==> src/rtl/dgram_rx_pkg.sv <==
package dgram_rx_pkg;

  localparam int HDR_BYTES  = 4;
  localparam int WORD_BYTES = 4;
  localparam int SEQ_W      = 16;
  localparam int LINK_W     = 8;
  localparam int WORD_W     = 8 * WORD_BYTES;

  localparam logic [7:0] TYPE_DATA  = 8'h01;
  localparam logic [7:0] TYPE_ACK   = 8'h02;
  localparam logic [7:0] TYPE_OPEN  = 8'h03;
  localparam logic [7:0] TYPE_CLOSE = 8'h04;

  // Strobes from control to datapath, all single-cycle
  typedef struct packed {
    logic capLink;
    logic capType;
    logic capNumHi;
    logic capNumLo;
    logic capOrigin;
    logic pushByte;
    logic emitWord;
    logic doLock;
    logic doRelease;
    logic incSeq;
    logic raiseAck;
    logic commit;
    logic abort;
    logic clearAll;
    logic ackSeen;
    logic ackHit;
  } ctl_strobe_t;

endpackage

==> src/rtl/dgram_rx_control.sv <==
module dgram_rx_control
  import dgram_rx_pkg::*;
#(
  parameter int MAX_WORDS = 360
) (
  input  logic              clk,
  input  logic              rstN,
  input  logic              inValid,
  input  logic              inStart,
  input  logic              inEnd,
  input  logic [7:0]        inByte,
  input  logic [SEQ_W-1:0]  txLastNum,
  input  logic [7:0]        pktType,
  input  logic [7:0]        numHi,
  input  logic [SEQ_W-1:0]  pktNum,
  input  logic [SEQ_W-1:0]  expSeq,
  input  logic              locked,
  input  logic              originMatch,
  output ctl_strobe_t       strb,
  output logic [SEQ_W-1:0]  ackValue
);

  // Index of the last byte a full-size data packet may have
  localparam int LAST_IDX = HDR_BYTES - 1 + WORD_BYTES * MAX_WORDS;
  localparam int CNT_W    = $clog2(LAST_IDX + 2);
  localparam logic [CNT_W-1:0] CNT_TOP   = '1;
  localparam logic [CNT_W-1:0] IDX_LINK  = CNT_W'(0);
  localparam logic [CNT_W-1:0] IDX_TYPE  = CNT_W'(1);
  localparam logic [CNT_W-1:0] IDX_NHI   = CNT_W'(2);
  localparam logic [CNT_W-1:0] IDX_NLO   = CNT_W'(3);
  localparam logic [CNT_W-1:0] IDX_BODY  = CNT_W'(HDR_BYTES);
  localparam logic [CNT_W-1:0] IDX_W0END = CNT_W'(HDR_BYTES + WORD_BYTES - 1);
  localparam logic [CNT_W-1:0] IDX_LAST  = CNT_W'(LAST_IDX);

  logic [CNT_W-1:0] byteCnt;
  logic [CNT_W-1:0] idx;
  logic             inPkt;
  logic             accept;
  logic             sameHost;
  logic             fwdOk;
  logic             hdrOk;
  logic             lenOk;
  logic             seqHit;
  logic [SEQ_W-1:0] effNum;

  always_comb begin
    idx      = inStart ? '0 : byteCnt;
    accept   = inValid && (inStart || inPkt);
    sameHost = locked && originMatch;
    fwdOk    = sameHost && (pktType == TYPE_DATA) && (pktNum == expSeq);
    effNum   = (idx == IDX_NLO) ? {numHi, inByte} : pktNum;
    hdrOk    = (idx >= IDX_NLO);
    lenOk    = (idx[1:0] == 2'b11) && (idx <= IDX_LAST);
    seqHit   = (effNum == expSeq);
  end

  always_comb begin
    strb     = '0;
    ackValue = effNum;
    if (accept) begin
      strb.capLink   = (idx == IDX_LINK);
      strb.capOrigin = (idx == IDX_LINK);
      strb.capType   = (idx == IDX_TYPE);
      strb.capNumHi  = (idx == IDX_NHI);
      strb.capNumLo  = (idx == IDX_NLO);
      strb.pushByte  = (idx >= IDX_BODY);
      strb.emitWord  = fwdOk && (idx >= IDX_W0END) && (idx[1:0] == 2'b11) &&
                       (idx <= IDX_LAST);
      if (inEnd && hdrOk) begin
        unique case (pktType)
          TYPE_OPEN: begin
            if (!locked || originMatch) begin
              strb.doLock   = 1'b1;
              strb.clearAll = 1'b1;
              strb.raiseAck = 1'b1;
              ackValue      = '0;
            end
          end
          TYPE_CLOSE: begin
            if (sameHost) begin
              strb.doRelease = 1'b1;
              strb.clearAll  = 1'b1;
              strb.raiseAck  = 1'b1;
            end
          end
          TYPE_ACK: begin
            if (sameHost) begin
              strb.ackSeen = 1'b1;
              strb.ackHit  = (effNum == txLastNum);
            end
          end
          TYPE_DATA: begin
            if (sameHost && seqHit) begin
              if (lenOk) begin
                strb.commit   = 1'b1;
                strb.raiseAck = 1'b1;
                strb.incSeq   = 1'b1;
              end else begin
                strb.abort = 1'b1;
              end
            end
          end
          default: ;
        endcase
      end
    end
    // A new start while an eligible data packet is open abandons it
    if (inValid && inStart && inPkt && (byteCnt >= IDX_BODY) && fwdOk)
      strb.abort = 1'b1;
  end

  always_ff @(posedge clk or negedge rstN) begin
    if (!rstN) begin
      byteCnt <= '0;
      inPkt   <= 1'b0;
    end else if (accept) begin
      if (inEnd) begin
        byteCnt <= '0;
        inPkt   <= 1'b0;
      end else begin
        byteCnt <= (idx == CNT_TOP) ? idx : idx + 1'b1;
        inPkt   <= 1'b1;
      end
    end
  end

endmodule

==> src/rtl/dgram_rx_datapath.sv <==
module dgram_rx_datapath
  import dgram_rx_pkg::*;
#(
  parameter int IP_W   = 32,
  parameter int PORT_W = 16
) (
  input  logic               clk,
  input  logic               rstN,
  input  ctl_strobe_t        strb,
  input  logic [7:0]         inByte,
  input  logic [IP_W-1:0]    srcIp,
  input  logic [PORT_W-1:0]  srcPort,
  input  logic [SEQ_W-1:0]   ackValue,
  output logic [7:0]         pktType,
  output logic [7:0]         numHi,
  output logic [SEQ_W-1:0]   pktNum,
  output logic [SEQ_W-1:0]   expSeq,
  output logic               locked,
  output logic               originMatch,
  output logic               wordValid,
  output logic [WORD_W-1:0]  wordData,
  output logic [LINK_W-1:0]  wordLink,
  output logic               dataCommit,
  output logic               dataAbort,
  output logic               ackReq,
  output logic [SEQ_W-1:0]   ackNum,
  output logic [LINK_W-1:0]  ackLink,
  output logic               ackSeen,
  output logic               ackMatch,
  output logic               clrArp,
  output logic               clrBuf,
  output logic               clrCnt
);

  localparam int SHIFT_W = WORD_W - 8;

  logic [LINK_W-1:0]  linkId;
  logic [IP_W-1:0]    originIp;
  logic [PORT_W-1:0]  originPort;
  logic [IP_W-1:0]    hostIp;
  logic [PORT_W-1:0]  hostPort;
  logic [SHIFT_W-1:0] shiftReg;

  assign originMatch = (originIp == hostIp) && (originPort == hostPort);

  // Header fields and origin of the packet in flight
  always_ff @(posedge clk or negedge rstN) begin
    if (!rstN) begin
      linkId     <= '0;
      pktType    <= '0;
      numHi      <= '0;
      pktNum     <= '0;
      originIp   <= '0;
      originPort <= '0;
      shiftReg   <= '0;
    end else begin
      if (strb.capLink)   linkId  <= inByte;
      if (strb.capType)   pktType <= inByte;
      if (strb.capNumHi)  numHi   <= inByte;
      if (strb.capNumLo)  pktNum  <= {numHi, inByte};
      if (strb.capOrigin) begin
        originIp   <= srcIp;
        originPort <= srcPort;
      end
      if (strb.pushByte)  shiftReg <= {shiftReg[SHIFT_W-9:0], inByte};
    end
  end

  // Session state
  always_ff @(posedge clk or negedge rstN) begin
    if (!rstN) begin
      locked   <= 1'b0;
      hostIp   <= '0;
      hostPort <= '0;
      expSeq   <= '0;
    end else if (strb.doLock) begin
      locked   <= 1'b1;
      hostIp   <= originIp;
      hostPort <= originPort;
      expSeq   <= '0;
    end else if (strb.doRelease) begin
      locked   <= 1'b0;
      hostIp   <= '0;
      hostPort <= '0;
      expSeq   <= '0;
    end else if (strb.incSeq) begin
      expSeq <= expSeq + 1'b1;
    end
  end

  // Registered block outputs
  always_ff @(posedge clk or negedge rstN) begin
    if (!rstN) begin
      wordValid  <= 1'b0;
      wordData   <= '0;
      wordLink   <= '0;
      dataCommit <= 1'b0;
      dataAbort  <= 1'b0;
      ackReq     <= 1'b0;
      ackNum     <= '0;
      ackLink    <= '0;
      ackSeen    <= 1'b0;
      ackMatch   <= 1'b0;
      clrArp     <= 1'b0;
      clrBuf     <= 1'b0;
      clrCnt     <= 1'b0;
    end else begin
      wordValid  <= strb.emitWord;
      dataCommit <= strb.commit;
      dataAbort  <= strb.abort;
      ackReq     <= strb.raiseAck;
      ackSeen    <= strb.ackSeen;
      clrArp     <= strb.clearAll;
      clrBuf     <= strb.clearAll;
      clrCnt     <= strb.clearAll;
      if (strb.emitWord) begin
        wordData <= {shiftReg, inByte};
        wordLink <= linkId;
      end
      if (strb.raiseAck) begin
        ackNum  <= ackValue;
        ackLink <= linkId;
      end
      if (strb.ackSeen) ackMatch <= strb.ackHit;
    end
  end

endmodule

==> src/rtl/dgram_rx_engine.sv <==
module dgram_rx_engine
  import dgram_rx_pkg::*;
#(
  parameter int MAX_WORDS = 360,
  parameter int IP_W      = 32,
  parameter int PORT_W    = 16
) (
  input  logic              clk,
  input  logic              rstN,
  input  logic              inValid,
  input  logic              inStart,
  input  logic              inEnd,
  input  logic [7:0]        inByte,
  input  logic [IP_W-1:0]   srcIp,
  input  logic [PORT_W-1:0] srcPort,
  input  logic [15:0]       txLastNum,
  output logic              wordValid,
  output logic [31:0]       wordData,
  output logic [7:0]        wordLink,
  output logic              dataCommit,
  output logic              dataAbort,
  output logic              ackReq,
  output logic [15:0]       ackNum,
  output logic [7:0]        ackLink,
  output logic              ackSeen,
  output logic              ackMatch,
  output logic              clrArp,
  output logic              clrBuf,
  output logic              clrCnt,
  output logic              sessionLocked
);

  ctl_strobe_t      strb;
  logic [SEQ_W-1:0] ackValue;
  logic [7:0]       pktType;
  logic [7:0]       numHi;
  logic [SEQ_W-1:0] pktNum;
  logic [SEQ_W-1:0] expSeq;
  logic             originMatch;

  dgram_rx_control #(.MAX_WORDS(MAX_WORDS)) u_ctl (
    .clk(clk), .rstN(rstN),
    .inValid(inValid), .inStart(inStart), .inEnd(inEnd), .inByte(inByte),
    .txLastNum(txLastNum),
    .pktType(pktType), .numHi(numHi), .pktNum(pktNum), .expSeq(expSeq),
    .locked(sessionLocked), .originMatch(originMatch),
    .strb(strb), .ackValue(ackValue)
  );

  dgram_rx_datapath #(.IP_W(IP_W), .PORT_W(PORT_W)) u_dp (
    .clk(clk), .rstN(rstN), .strb(strb), .inByte(inByte),
    .srcIp(srcIp), .srcPort(srcPort), .ackValue(ackValue),
    .pktType(pktType), .numHi(numHi), .pktNum(pktNum), .expSeq(expSeq),
    .locked(sessionLocked), .originMatch(originMatch),
    .wordValid(wordValid), .wordData(wordData), .wordLink(wordLink),
    .dataCommit(dataCommit), .dataAbort(dataAbort),
    .ackReq(ackReq), .ackNum(ackNum), .ackLink(ackLink),
    .ackSeen(ackSeen), .ackMatch(ackMatch),
    .clrArp(clrArp), .clrBuf(clrBuf), .clrCnt(clrCnt)
  );

endmodule

==> config.mk <==
export PLATFORM = sky130hd
export DESIGN_NAME = dgram_rx_engine
export DESIGN_NICKNAME = d
export VERILOG_FILES = /design/src/rtl/dgram_rx_pkg.sv /design/src/rtl/dgram_rx_control.sv /design/src/rtl/dgram_rx_datapath.sv /design/src/rtl/dgram_rx_engine.sv
export SDC_FILE = /design/constraint.sdc
export NUM_CORES = 1
export LEC_CHECK = 0
export CORE_UTILIZATION = 35
export DETAILED_ROUTE_END_ITERATION = 8
export GPL_TIMING_DRIVEN = 1
export RECOVER_POWER = 100
export SYNTH_ARGS = -nofsm -noshare
export SYNTH_HDL_FRONTEND = slang
export SYNTH_HIERARCHICAL = 1
export SYNTH_SLANG_ARGS = --single-unit
export TNS_END_PERCENT = 20
==> constraint.sdc <==
create_clock -name clk -period 3.7 [get_ports clk]
set_input_delay 0.37 -clock clk [delete_from_list [all_inputs] [get_ports clk]]
set_output_delay 0.37 -clock clk [all_outputs]
set_load 0.03 [all_outputs]
## After elaboration in Yosys (flattened, before gate mapping)

Cells that the tools add are included.

- Register bits after elaboration: 260
- Input bits: 77
- Output and inout port bits: 74
- Logic and storage cells: 100

- Add/subtract/negate cells: 2
- Order comparisons: 5
- Equality and inequality tests: 14
- Multiplexer cells: 34
- Reduce and logical (&&, ||, !) cells: 21

Operators by type and width:

| operator | count |
|---|---|
| $mux 16 | 11 |
| $eq 16x16->1 | 4 |
| $mux 32 | 2 |
| $ge 11x3->1 const B | 3 |
| $mux 11 | 3 |
| $eq 32x32->1 | 1 |
| $eq 11x2->1 const B | 2 |
| $add 16x1->16 const B | 1 |
| $eq 8x2->1 const B | 2 |
| $logic_and 1x1->1 | 15 |
| $add 11x1->11 const B | 1 |
| $eq 11x1->1 const B | 1 |
| $eq 11x11->1 const B | 1 |
| $ge 11x2->1 const B | 1 |
| $le 11x11->1 const B | 1 |
| $logic_not 11->1 | 1 |
| $mux 1 | 10 |
| $mux 9 | 1 |
| $eq 8x1->1 const B | 1 |
| $eq 8x3->1 const B | 1 |
| $mux 2 | 3 |
| $mux 4 | 1 |
| $mux 3 | 1 |
| $pmux 1 s3 | 1 |
| 6 further kinds | 7 |

## Depth between registers and ports, before layout

Gate-level depths: netlist of the first run.

- Depth in word-level cells: 12
- Mapped depth: 17
- Depth with buffers taken out: 15

## Cells and area by module

Netlist of the first run, hierarchy kept.

Modules (own cells, without submodules):

| module | times used | cells each | area an instance (µm²) | sequential area each (µm²) |
|---|---|---|---|---|
| dgram_rx_datapath | 1 | 635 | 9708.1 | 6206.0 |
| dgram_rx_control | 1 | 299 | 2252.2 | 300.3 |

## Worst setup path before layout of the first run

No wires, ideal clock.

- Path kind: input to register
- From: input port inStart
- To: register u_dp.ackLink[2]
- Setup time: 125 ps
- Arrival time: 4153 ps
- Required time: 3575 ps
- Setup slack: -578 ps
- Stages on the path: 14
- Buffers on the path: 4
- Cells stage by stage: buf_6 > clkbuf_1 > nor2b_1 > ha_1 > or3b_2 > o311a_1 > or4_1 > a211oi_2 > nand4_1 > or4_1 > a211oi_2 > clkbuf_1 > buf_2 > mux2_2

RTL lines:

| item | RTL line | RTL |
|---|---|---|
| start: declaration | dgram_rx_engine.sv:11 | `input logic inStart,` |
| end signal: assignment | dgram_rx_datapath.sv:122 | `ackLink <= linkId;` |
| end: declaration | dgram_rx_datapath.sv:27 | `output logic [LINK_W-1:0] ackLink,` |

==> results of run 1 <==
[worst register-to-register path, cell delays in order (launching register included)]
cell	delay, ps
dfrtp_1	380
xor2_1	160
nor4_1	280
buf_4	160
nand4_1	150
nor3_2	220
buf_4	140
and4b_1	170
and4_4	240
nand2_2	60
a311oi_2	170
nand4_1	200
or4_4	490
a211oi_4	240
buf_6	160
buf_12	140
mux2_4	300
[through the flow]
| step | power (µW) | instances | setup TNS (ps) |
|---|---|---|---|
| floorplan | 4470 | 934 | -980 |
| global placement | 5180 | 1622 | -14610 |
| detailed placement | 5230 | 1622 | -16720 |
| CTS | 8520 | 1682 | -6800 |
| global route | 8850 | 1684 | -7710 |
| finish | 8440 | 1684 | -1440 |
[how the worst min path moves through the flow]
stage                           to  slack (ps)         from
6_report       u_dp/originPort[11]         440  srcPort[11]
5_1_grt           u_dp/originIp[4]         420     srcIp[4]
4_1_cts        u_dp/originPort[10]         420  srcPort[10]
3_5_place_dp     u_dp/wordData[19]         490         rstN
3_3_place_gp     u_dp/wordData[19]         490         rstN
2_1_floorplan     u_ctl/byteCnt[0]          70         rstN
[cells in the mapped netlist (12+ instances only)]
library cell  number  share of area, %
nor3_1            12              0.50
mux2_2           177                17
nor4_1            23               1.2
a21oi_1           14              0.59
xor2_1            85               6.2
a22o_1            49               3.6
nor2_1            49               1.5
clkbuf_1          28              0.88
dfrtp_1          260                54
mux2i_1           14               1.2
o21ai_0           14              0.59
xnor2_1           17               1.2
nand4_1           18              0.94
nand2_1           18              0.56
[power by group]
group,total (µW),switching [µW],internal [µW]
logic,1550,617,933
registers,3650,352,3300
clock network,3230,1160,2080
total,8440,2130,6310
[cells by family after synthesis]
logic type      synth area share, %
flops                          54.4
simple gates                   9.54
fa+ha+maj                     0.523
buf+inv                        2.41
compound gates                 7.83
mux                            17.8
xor+xnor                       7.47
[area by class of cell]
type / instances / area, µm² / area share [%]
clock inverters: 13 / 275 / 1.68
inverters: 11 / 41.3 / 0.252
flip-flops and latches: 260 / 6510 / 39.8
multi-input cells: 612 / 5450 / 33.3
repair buffers: 300 / 2720 / 16.6
clock buffers: 40 / 807 / 4.93
well taps: 448 / 561 / 3.43
[metal layers]
metal,GRT usage [%],wire length (µm)
met5,0,24
met1,23.0,13100
met4,4.26,631
met3,4.07,1920
met2,28.9,14600
[sequential cells by signal, indices dropped and copies added (netlist names), 11 cells and up]
register	flops
u_dp/hostIp	32
u_dp/originIp	32
u_dp/wordData	32
u_dp/shiftReg	24
u_dp/ackNum	16
u_dp/expSeq	16
u_dp/hostPort	16
u_dp/originPort	16
u_dp/pktNum	16
u_ctl/byteCnt	11
[what timing repair did]
action | 4_1_cts | 5_1_grt
cloned | 2 | 0
pin swaps | 9 | 21
hold endpoints to repair | 102 | 0
hold buffers | 1 | 0
gates resized for setup | 35 | 34
setup buffers | 4 | 2
endpoints found under the setup margin | 37 | 81
==> out/qor.txt, run 1 <==
wire per inst: 18.0 µm
clk_lat worst skew: 560 ps
1st-pass router iterations: 5
area delta synth->final: 36.8%
final WL: 30,300 µm
Die ar.: 34,900 µm²
initial drt markers: 419
Port Buf Inserts: 150
DRC violations left: 0
cell depth of the worst min-delay path: 2
Worst Setup Path Type: reg -> reg
CP max-delay cell: or4_4
Hold Path Class: in -> reg
synth warn: 6
Req. time, crit path: 4120 ps
crit path launch: u_dp/originIp[22]
RSZ-0062 raised after global routing: yes
Routability Congestion: 0.931
Initial Utilization: 35.6%
CP max stage delay: 490 ps
Post-synth EDFFs: 0
Data arrival, critical path: 4200 ps
Layout Nets: 1,296
fraction of layout cells with a size suffix above 1: 33.9%
Finished Cell Area: 16,400 µm²
largest net degree at the start of global routing: 107
clock buffer depth: 3
CORE AREA: 33,600 µm²
Max IR drop VDD: 0.404 mV
grt ovf: 0
CP endpoint: u_dp/ackLink[1]
Max Slew Vio Count: 105
CP endpoint kind: flop
fin crit period: 3770 ps
Netlist cell types: 64
commonest non-fill, non-tap cells in the layout: 260 x dfrtp_1, 153 x mux2_2, 129 x buf_4, 85 x xor2_1
Filler cells: 3,028
Area after DPL: 15,000 µm²
FP Rows: 67
Hold Slack: 444 ps
CP cell instances: xor2_1 -> nor4_1 -> buf_4 -> nand4_1 -> nor3_2 -> buf_4 -> and4b_1 -> and4_4 -> nand2_2 -> a311oi_2 -> nand4_1 -> or4_4 -> a211oi_4 -> buf_6 -> buf_12 -> mux2_4
asr flop ratio synth: 100%
routed vias: 8,545
I/O pin cnt: 151
TritonCTS clock tree: done
Pwr per Cell Area: 516 nW/µm²
Max Freq: 265 MHz
worst r2r src: u_dp/originIp[22]
r2r endpoint: u_dp/ackLink[1]
status: complete, but fails checks
Ant. Diodes: 0
Least-Margin Pin Slew: 2740 ps
Levels on crit path: 16
PnR worst setup slack: -74.7 ps
final antenna-violating net count: 0
Worst-path clk slew: 60 ps
most common cell after layout, fill and taps aside: dfrtp_1
Post-Syn Nets: 1,016
clock sinks: 260
first-pass GRT wire length: 48,900 µm
hold violation count in the final report: 0
via/cell ratio: 5.07
H-Tree Level Count: 1
slew margin rel.: -82.6%
Worst Clk Skew: 28.7 ps
Startpoint Class: flop
CP delay by family, top: simple AND/OR/NAND/NOR gates
Seq/Total Area, Yosys: 54.4%
cells on worst reg2reg path: 16
Max-Cap Viols: 1
CTS root buf: clkbuf_16
total track usage: 17.4%
DPL Wire Length: 20,900 µm
Most used DFF post-synth: dfrtp_1
gate count after technology mapping: 934
Syn Area/Cell: 12.8 µm²
worst slack at placement: -522 ps
antenna violations before repair: 3
vias in the first global route: 8,696
Buf/Inv on CP: 4
Crit Path Max Fanout: 7
failing checks: max-capacitance violations, max-slew violations, negative setup slack
die extent in x: 187 µm
cts bufs inserted: 29
die height: 187 µm
Mapped Area: 12,000 µm²
setup violators final: 26
leakage: 0.00786 µW
setup slack, reg-to-reg: -70 ps
synthesized flop and latch total: 260
final core occ: 48.7%
final period utilization: 102%
Power figures use the tool's default switching activity.
==> run 2, diff against run 1 <==
--- a/config.mk
+++ b/config.mk
@@ -6,6 +6,7 @@
 export NUM_CORES = 1
 export LEC_CHECK = 0
 export CORE_UTILIZATION = 35
+export CTS_BUF_LIST = sky130_fd_sc_hd__clkbuf_8
 export DETAILED_ROUTE_END_ITERATION = 8
 export GPL_TIMING_DRIVEN = 1
 export RECOVER_POWER = 100
==> out/qor.txt, run 2 (synthesis results as in run 1) <==
Regs by FF count: u_dp/hostIp: 32 flops, u_dp/originIp: 32 flops, u_dp/wordData: 32 flops
Clock Power Share: 34.4%
grt ovf: 0
Layout Nets: 1,311
area delta synth->final: 35.4%
Port Buf Inserts: 150
setup slack, reg-to-reg: -100 ps
final core occ: 48.2%
fin crit period: 3810 ps
CP delay by family, top: buffers and inverters
register area: 6510 µm²
Filler cells: 3,089
slew margin rel.: -81.3%
FP Rows: 67
clk_lat worst skew: 570 ps
Comb pwr share: 19.5%
CTS root buf: clkbuf_8
Initial Utilization: 35.6%
antenna violations before repair: 3
DPL Wire Length: 20,900 µm
clock buffer depth: 3
footprint of the multi-input gates: 5430 µm²
fraction of layout cells with a size suffix above 1: 34.6%
setup violators final: 21
power share of the sequential group: 46.1%
Die ar.: 34,900 µm²
H-Tree Level Count: 2
RSZ-0062 raised after global routing: yes
final WL: 30,400 µm
die height: 187 µm
CP endpoint kind: flop
final period utilization: 103%
total track usage: 17.6%
Worst-path clk slew: 60 ps
crit path launch: inStart
first-pass GRT wire length: 49,100 µm
Levels on crit path: 12
Pwr per Cell Area: 490 nW/µm²
Hold Path Class: in -> reg
Max-Cap Viols: 1
largest net degree at the start of global routing: 107
Least-Margin Pin Slew: 2720 ps
P_int: 5780 µW
Buf/Inv on CP: 4
status: complete, but fails checks
failing checks: max-capacitance violations, max-slew violations, negative setup slack
vias in the first global route: 8,848
Req. time, crit path: 4140 ps
worst r2r src: u_ctl/byteCnt[1]
leakage: 0.00786 µW
Startpoint Class: primary input
total power: 7940 µW
Sw Ratio: 27.2%
routed vias: 8,662
PnR worst setup slack: -112 ps
Worst Setup Path Type: in -> reg
initial drt markers: 460
Max IR drop VDD: 0.344 mV
Ant. Diodes: 0
clock sinks: 260
die extent in x: 187 µm
net switching power: 2160 µW
Data arrival, critical path: 4250 ps
commonest non-fill, non-tap cells in the layout: 260 x dfrtp_1, 153 x mux2_2, 127 x buf_4, 85 x xor2_1
final antenna-violating net count: 0
CP cell instances: clkdlybuf4s50_1 -> clkbuf_1 -> nand2_1 -> o311a_1 -> or4_1 -> a211oi_2 -> nand4_1 -> or4_4 -> a211oi_4 -> buf_6 -> buf_8 -> mux2_4
I/O pin cnt: 151
CP max-delay cell: clkbuf_1
Max Freq: 262 MHz
via/cell ratio: 5.06
hold violation count in the final report: 0
DRC violations left: 0
TritonCTS clock tree: done
CP endpoint: u_dp/ackNum[14]
most common cell after layout, fill and taps aside: dfrtp_1
Max Slew Vio Count: 106
cts bufs inserted: 45
CP max stage delay: 650 ps
1st-pass router iterations: 5
r2r endpoint: u_dp/ackNum[14]
Routability Congestion: 0.931
Worst Clk Skew: 29.1 ps
wire per inst: 17.8 µm
Crit Path Max Fanout: 20
cells on worst reg2reg path: 12
CORE AREA: 33,600 µm²
[run 2: area by class of cell]
cell class	instances	share of cell area (%)
clock inverters	22	0.788
well taps	448	3.46
inverters	11	0.255
multi-input cells	612	33.5
clock buffers	61	5.19
flip-flops and latches	260	40.2
repair buffers	299	16.6
[run 2: worst min-delay path by stage]
stage | from | to | cells past startpoint
floorplan | rstN | u_ctl/byteCnt[0] | 0
global placement | rstN | u_dp/wordData[19] | 1
detailed placement | rstN | u_dp/wordData[19] | 1
CTS | srcPort[11] | u_dp/originPort[11] | 2
global route | srcPort[4] | u_dp/originPort[4] | 2
finish | srcPort[11] | u_dp/originPort[11] | 2
[run 2: what timing repair did]
action,CTS,global route
resized for setup,33,33
hold buffers,1,0
setup endpoints to repair,37,81
pin swaps,9,20
cloned,2,0
hold endpoints to repair,102,0
buffers inserted,4,2
[run 2: per-layer routing]
layer  routed length, µm  track usage, %
met5                  24               0
met4                 731            5.36
met3                2010            4.63
met2               14400            28.4
met1               13200            23.0
[run 2: worst register-to-register path, stage by stage, from the launching register on]
cell	delay, ps
dfrtp_1	330
nor2b_1	260
ha_4	180
or3b_4	380
o311a_1	310
or4_1	430
a211oi_2	210
nand4_1	150
or4_4	540
a211oi_4	270
buf_6	170
buf_8	140
mux2_4	300
[run 2: power groups by stage]
stage	clock, µW	sequential (µW)	combinational [µW]
5_1_grt	2940	3720	1700
2_1_floorplan	0	3630	840
3_5_place_dp	0	3700	1530
3_3_place_gp	0	3680	1500
4_1_cts	2810	3650	1550
6_report	2730	3660	1550
[run 2: stage by stage]
stage	hold slack [ps]	setup WS, ps	cell area [µm²]	std cells	setup TNS (ps)
2_1_floorplan	74.4	-49.0	12000	934	-980
3_3_place_gp	486	-463	15000	1622	-14610
3_5_place_dp	491	-522	15000	1622	-16720
4_1_cts	394	-232	16100	1712	-7030
5_1_grt	412	-244	16200	1713	-19090
6_report	425	-112	16200	1713	-2030
